## src/rtl/esg_pkg.sv

```systemverilog
package esg_pkg;

    typedef enum logic [1:0] {
        BM_INT_FETCH = 2'b00,
        BM_EXT_FETCH = 2'b01,
        BM_DATA8     = 2'b10,
        BM_DATA16    = 2'b11
    } bus_mode_e;

    typedef enum logic [1:0] {
        P0_HIZ  = 2'b00,
        P0_ADDR = 2'b01,
        P0_DATA = 2'b10
    } p0_sel_e;

    typedef enum logic [1:0] {
        PH_ADDR_A = 2'b00,
        PH_STRB_A = 2'b01,
        PH_ADDR_B = 2'b10,
        PH_STRB_B = 2'b11
    } phase_e;

    typedef struct packed {
        bus_mode_e mode;
        logic      wr;
        logic      ale_off;
        logic      xacc;
    } cyc_cfg_t;

    localparam cyc_cfg_t CFG_RESET = '{mode: BM_INT_FETCH, wr: 1'b0, ale_off: 1'b0, xacc: 1'b0};

endpackage

```

## src/rtl/esg_timebase.sv

```systemverilog
module esg_timebase
    import esg_pkg::*;
#(
    parameter int PHASE_LEN = 3,
    parameter int SUB_W     = 2
) (
    input  logic             clk,
    input  logic             rst_n,
    output phase_e           phase,
    output logic [SUB_W-1:0] sub,
    output logic             cyc_last
);

    localparam logic [SUB_W-1:0] SUB_LAST = SUB_W'(PHASE_LEN - 1);

    phase_e           phase_nxt;
    logic [SUB_W-1:0] sub_nxt;
    logic             phase_end;

    assign phase_end = (sub == SUB_LAST);

    // State register
    always_ff @(posedge clk) begin
        if (!rst_n) begin
            phase <= PH_ADDR_A;
            sub   <= '0;
        end else begin
            phase <= phase_nxt;
            sub   <= sub_nxt;
        end
    end

    // Next-state logic
    always_comb begin
        phase_nxt = phase;
        sub_nxt   = sub + 1'b1;
        if (phase_end) begin
            sub_nxt = '0;
            unique case (phase)
                PH_ADDR_A: phase_nxt = PH_STRB_A;
                PH_STRB_A: phase_nxt = PH_ADDR_B;
                PH_ADDR_B: phase_nxt = PH_STRB_B;
                PH_STRB_B: phase_nxt = PH_ADDR_A;
            endcase
        end
    end

    assign cyc_last = phase_end && (phase == PH_STRB_B);

    // phase only moves after its last sub-clock
    p_phase_hold_r2: assert property (@(posedge clk) disable iff (!rst_n)
        (sub != SUB_LAST) |=> $stable(phase));

    // sub-clock counter restarts after its last value
    p_sub_wrap_r2: assert property (@(posedge clk) disable iff (!rst_n)
        (sub == SUB_LAST) |=> (sub == '0));

endmodule

```

## src/rtl/esg_cfg_latch.sv

```systemverilog
module esg_cfg_latch
    import esg_pkg::*;
(
    input  logic     clk,
    input  logic     rst_n,
    input  logic     cyc_last,
    input  cyc_cfg_t cfg_in,
    output cyc_cfg_t cfg_q
);

    always_ff @(posedge clk) begin
        if (!rst_n) begin
            cfg_q <= CFG_RESET;
        end else if (cyc_last) begin
            cfg_q <= cfg_in;
        end
    end

    // configuration frozen inside a machine cycle
    p_cfg_hold_r13: assert property (@(posedge clk) disable iff (!rst_n)
        !cyc_last |=> $stable(cfg_q));

endmodule

```

## src/rtl/esg_strobe_dec.sv

```systemverilog
module esg_strobe_dec
    import esg_pkg::*;
#(
    parameter int PHASE_LEN  = 3,
    parameter int ALE_HI_LEN = 2,
    parameter int SUB_W      = 2
) (
    input  logic             clk,
    input  logic             rst_n,
    input  phase_e           phase,
    input  logic [SUB_W-1:0] sub,
    input  cyc_cfg_t         cfg,
    output logic             ale,
    output logic             psen_n,
    output p0_sel_e          p0_sel,
    output logic             p2_sel
);

    localparam logic [SUB_W-1:0] SUB_ALE = SUB_W'(PHASE_LEN - ALE_HI_LEN);

    logic addr_ph;
    logic second_half;
    logic ale_win;
    logic is_data;
    logic ale_supp;

    always_comb begin
        addr_ph     = (phase == PH_ADDR_A) || (phase == PH_ADDR_B);
        second_half = (phase == PH_ADDR_B) || (phase == PH_STRB_B);
        ale_win     = addr_ph && (sub >= SUB_ALE);
        is_data     = (cfg.mode == BM_DATA8) || (cfg.mode == BM_DATA16);
        ale_supp    = (cfg.mode == BM_INT_FETCH) && cfg.ale_off && !cfg.xacc;
    end

    // Output process
    always_comb begin
        ale    = ale_win && !ale_supp && !(is_data && second_half);
        psen_n = 1'b1;
        p0_sel = P0_HIZ;
        p2_sel = 1'b0;
        unique case (cfg.mode)
            BM_INT_FETCH: begin
                p0_sel = P0_HIZ;
            end
            BM_EXT_FETCH: begin
                psen_n = addr_ph;
                p0_sel = addr_ph ? P0_ADDR : P0_HIZ;
                p2_sel = 1'b1;
            end
            BM_DATA8, BM_DATA16: begin
                if (phase == PH_ADDR_A) p0_sel = P0_ADDR;
                else                    p0_sel = cfg.wr ? P0_DATA : P0_HIZ;
                p2_sel = (cfg.mode == BM_DATA16);
            end
        endcase
    end

    // address strobe and read strobe never overlap
    p_strobe_excl_r4: assert property (@(posedge clk) disable iff (!rst_n)
        !(ale && !psen_n));

    // low address is on port 0 whenever the latch strobe is high on an external cycle
    p_addr_under_ale_r10: assert property (@(posedge clk) disable iff (!rst_n)
        (ale && cfg.mode != BM_INT_FETCH) |-> (p0_sel == P0_ADDR));

    // no read strobe while code runs internally
    p_psen_quiet_r5: assert property (@(posedge clk) disable iff (!rst_n)
        (cfg.mode == BM_INT_FETCH) |-> psen_n);

    // port-2 source only changes at the start of a machine cycle
    p_p2_stable_r12: assert property (@(posedge clk) disable iff (!rst_n)
        !$stable(p2_sel) |-> (phase == PH_ADDR_A && sub == '0));

endmodule

```

## src/rtl/ext_bus_strobe.sv

```systemverilog
module ext_bus_strobe
    import esg_pkg::*;
#(
    parameter int PHASE_LEN  = 3,
    parameter int ALE_HI_LEN = 2
) (
    input  logic       clk,
    input  logic       rst_n,
    input  logic [1:0] bus_mode,
    input  logic       data_wr,
    input  logic       ale_off,
    input  logic       xacc_instr,
    output logic       ale,
    output logic       psen_n,
    output logic [1:0] p0_sel,
    output logic       p2_sel
);

    localparam int SUB_W = (PHASE_LEN > 1) ? $clog2(PHASE_LEN) : 1;

    phase_e           phase;
    logic [SUB_W-1:0] sub;
    logic             cyc_last;
    cyc_cfg_t         cfg_in;
    cyc_cfg_t         cfg_q;
    p0_sel_e          p0_sel_enum;

    assign cfg_in = '{mode: bus_mode_e'(bus_mode), wr: data_wr,
                      ale_off: ale_off, xacc: xacc_instr};

    esg_timebase #(
        .PHASE_LEN (PHASE_LEN),
        .SUB_W     (SUB_W)
    ) u_timebase (
        .clk      (clk),
        .rst_n    (rst_n),
        .phase    (phase),
        .sub      (sub),
        .cyc_last (cyc_last)
    );

    esg_cfg_latch u_cfg (
        .clk      (clk),
        .rst_n    (rst_n),
        .cyc_last (cyc_last),
        .cfg_in   (cfg_in),
        .cfg_q    (cfg_q)
    );

    esg_strobe_dec #(
        .PHASE_LEN  (PHASE_LEN),
        .ALE_HI_LEN (ALE_HI_LEN),
        .SUB_W      (SUB_W)
    ) u_dec (
        .clk    (clk),
        .rst_n  (rst_n),
        .phase  (phase),
        .sub    (sub),
        .cfg    (cfg_q),
        .ale    (ale),
        .psen_n (psen_n),
        .p0_sel (p0_sel_enum),
        .p2_sel (p2_sel)
    );

    assign p0_sel = p0_sel_enum;

    // outputs idle while reset is held
    p_reset_idle_r1: assert property (@(posedge clk)
        !rst_n |=> (!ale && psen_n && p0_sel == 2'b00 && !p2_sel));

endmodule

```

## config.mk

```make
export PLATFORM = sky130hd
export DESIGN_NAME = ext_bus_strobe
export DESIGN_NICKNAME = d
export VERILOG_FILES = /design/src/rtl/esg_pkg.sv /design/src/rtl/esg_timebase.sv /design/src/rtl/esg_cfg_latch.sv /design/src/rtl/esg_strobe_dec.sv /design/src/rtl/ext_bus_strobe.sv
export SDC_FILE = /design/constraint.sdc
export NUM_CORES = 1
export LEC_CHECK = 0
export BUFFER_PORTS_ARGS = -buffer_cell sky130_fd_sc_hd__buf_2
export CAP_MARGIN = 20
export CORE_AREA = 2 2 39 41
export DETAILED_ROUTE_END_ITERATION = 6
export DIE_AREA = 0 0 41 43
export GPL_TIMING_DRIVEN = 0
export HOLD_SLACK_MARGIN = 0.03
export PLACE_DENSITY = 0.7
export SLEW_MARGIN = 40
export SYNTH_ARGS = -nofsm -noshare
export SYNTH_HDL_FRONTEND = slang
export SYNTH_SLANG_ARGS = --single-unit
```

## constraint.sdc

```tcl
create_clock -name clk -period 1.15 [get_ports clk]
set_clock_uncertainty 0.1 [all_clocks]
set_input_delay 0.1725 -clock clk [delete_from_list [all_inputs] [get_ports clk]]
set_output_delay 0.1725 -clock clk [all_outputs]
set_load 0.05 [all_outputs]
```

==> summary.txt <==
Power and ir drop
  – Max VDD drop: 797 uV
  – Pint: 732 uW
  – Sw frac: about a third
  – P_sw: 346 uW
  – Power share of the combinational group: between 40% and 50%
  – Pwr dens: 1230 mW/mm^2
  – Seq pwr share: 33.2%
  – Leak pwr: 0.000333 uW
  – Clock power frac: 22.8%

Clocking
  – CTS Buffer Depth: 2
  – Clock sinks: 9
  – CTS tree: done
  – Clock root cell: clkbuf_4
  – Num CTS Buffers: 3
  – Clock latency on the worst-skew pair: 260 ps
  – H-tree depth: 1
  – CTS hold repair buffers: 0
  – Clock slew at reported path FFs: 60 ps

Run status
  – Status: finished, violations left
  – Failing checks: negative setup slack

Place
  – DP HPWL: 649 um
  – Number of buffers added on ports: 11
  – Final GP Congestion: 0.621
  – Placed cell area: 602 sq um
  – Worst slack at placement: -416 ps

Critical path
  – CP startpoint kind: flop
  – Worst reg2reg setup slack: -140 ps
  – Critical Path End Type: primary output
  – Critical path fanouts, max: 3
  – Crit path DAT: 1380 ps
  – Crit Path Class: reg -> out
  – Required @ worst endpoint: 880 ps

Flow run
  – Max_cap viols: 0

Drt
  – Routed Antenna Nets: 0
  – Detailed Route WL: 1250 um
  – Router iterations before antenna repair: 2
  – DRC errors left: 0
  – Wire per inst: 13.7 um
  – Total number of vias: 458
  – Routed vias/inst: 5.03
  – Initial drt markers: 4

STA
  – Hold_ws: 66.7 ps
  – Final clock period utilization by the worst path: 143%
  – RSZ-0062 raised after global routing: yes
  – Setup WS post-layout: -498 ps
  – Setup violators final: 14
  – Worst relative slew slack: 73.8%
  – Final Max Slew Viols: 0
  – FMAX: roughly 610 MHz
  – Worst-Margin Slew: just under 400 ps
  – Hold Vio Cnt, Final: 0
  – Crit path time final: 1650 ps

Synthesis
  – Most frequent cell after synthesis: dfxtp_1
  – Synth Area per Inst: 9.29 sq um
  – Synth area leaders: dfxtp_1, ha_1, a21bo_2
  – Synth Register Bits: 9
  – Synthesized Nets: 64
  – YS warnings: 0
  – Netlist cell types: 23
  – Post-synth EDFFs: 0
  – Post-synth top area share: around 37%
  – Post-Syn Area: between 400 and 500 sq um
  – Async S/R FF share, synth: 0%
  – Register area share after synthesis: 37.3%
  – Cell taking the most area after synthesis: dfxtp_1
  – Top FF cell, synth: dfxtp_1
  – Commonest cells post-synth: dfxtp_1, a21bo_2, a21oi_1, ha_1, nand3_1
  – Syn Inst Count: 52

Layout
  – FF/Latch Area: 193 sq um
  – Final nets: 88
  – Multi-input logic area: 378 sq um
  – Share of cells above drive strength 1: 70.7%
  – Antenna diodes: 0
  – Fillers: about 110
  – Area delta synth->final: 81.6%
  – Cell area after layout: roughly 880 sq um

Global route
  – Vias in the first global route: 397
  – Pin count of the biggest net entering global routing: 11
  – Initial antenna violation count: 0
  – First-pass GRT wire length: 1690 um
  – GRT Residual Overflow: 0
  – Gr usage total: 14.8%

Floorplanning
  – Row count: 14
  – Io pins: 12
  – Die Ht: 43 um
  – DIE WIDTH: 41 um
  – Area of the die: 0.00176 sq mm
  – Initial Util: 34.9%
  – Core Region: 0.00138 sq mm

Hold path
  – Hold crit path type: in -> reg
-- stage by stage --
step | setup TNS [ps] | utilization, % | std cells | power (uW)
after floorplan | -1090 | - | 52 | 548
after global placement | -1490 | 43.5 | 79 | 593
after detailed placement | -1600 | 43.5 | 79 | 596
after CTS | -2040 | 56.0 | 87 | 986
after global routing | -3180 | 63.4 | 91 | 1130
final | -2660 | 63.4 | 91 | 1080
-- logic make-up (layout without fill, tap and decap cells) --
kind of cell | Yosys count | after routing | share of synthesized area (%)
simple gates | 16 | 16 | 18.1
buf+inv | 8 | 31 | 8.03
compound gates | 13 | 13 | 21.5
flops | 9 | 9 | 37.3
fa+ha+maj | 5 | 5 | 13.0
mux | 1 | 1 | 2.07
-- repair_timing --
| action | CTS | global route |
|---|---|---|
| cloned | 1 | 0 |
| endpoints found under the setup margin | 12 | 14 |
| pin swaps | 6 | 3 |
| gates resized for setup | 26 | 15 |
| setup buffers | 3 | 4 |
-- final cells by class --
type | count | share of cell area (%)
buffer | 3 | 3.42
inverter | 5 | 2.71
multi-input combinational | 35 | 43.1
clock buffer | 4 | 3.00
sequential | 9 | 22.0
tap | 16 | 2.28
timing repair buffer | 19 | 23.5
-- power by group through the flow --
stage / clock network [uW] / logic [uW] / registers [uW]
6_report: 246 / 474 / 358
4_1_cts: 256 / 378 / 352
2_1_floorplan: 0 / 193 / 355
3_5_place_dp: 0 / 237 / 358
5_1_grt: 267 / 500 / 359
3_3_place_gp: 0 / 236 / 357
-- sequential cells by signal, indices dropped and copies added (netlist names) --
| signal | flops |
|---|---|
| u_cfg.cfg_q | 5 |
| u_timebase.phase | 2 |
| u_timebase.sub | 2 |
-- path summary, 6_finish.rpt --
| path | to | cells past startpoint | start |
|---|---|---|---|
| setup reg to reg | u_cfg.cfg_q[4]$_SDFFE_PN0P_ | 6 | u_timebase.sub[0]$_SDFF_PP0_ |
| hold / removal | u_cfg.cfg_q[1]$_SDFFE_PN0P_ | 3 | ale_off |
| hold reg to reg | u_timebase.sub[0]$_SDFF_PP0_ | 2 | u_timebase.sub[0]$_SDFF_PP0_ |
| setup / recovery | ale | 5 | u_timebase.phase[0]$_SDFFE_PN0N_ |
-- routing by layer --
| layer | vias to the layer above | track usage, % | wire length (um) |
|---|---|---|---|
| met3 | 5 | 3.14 | 20 |
| met2 | 11 | 20.9 | 677 |
| met5 | - | 0 | 0 |
| met1 | 212 | 17.3 | 506 |
| met4 | 0 | 14.0 | 45 |
| li1 | 230 | - | - |
-- cells in the final DEF (no fill, tap or decap), types with 3 or more instances in the layout --
| cell | Yosys | layout |
|---|---|---|
| dfxtp_1 | 9 | 5 |
| a21bo_2 | 5 | 5 |
| dfxtp_4 | 0 | 3 |
| clkbuf_4 | 0 | 3 |
| buf_8 | 0 | 3 |
| nor2_4 | 0 | 3 |
| buf_6 | 1 | 6 |
| nand3_1 | 5 | 5 |
| ha_4 | 0 | 3 |
| a21oi_2 | 0 | 4 |
| buf_2 | 1 | 6 |
| buf_4 | 0 | 3 |
-- critical path: stages, from the launching register on --
cell	delay, ps
dfxtp_4	360
inv_4	50
ha_4	160
o21a_1	210
nor4_4	140
buf_6	190
Note: power is estimated with default switching activity, not from simulation.
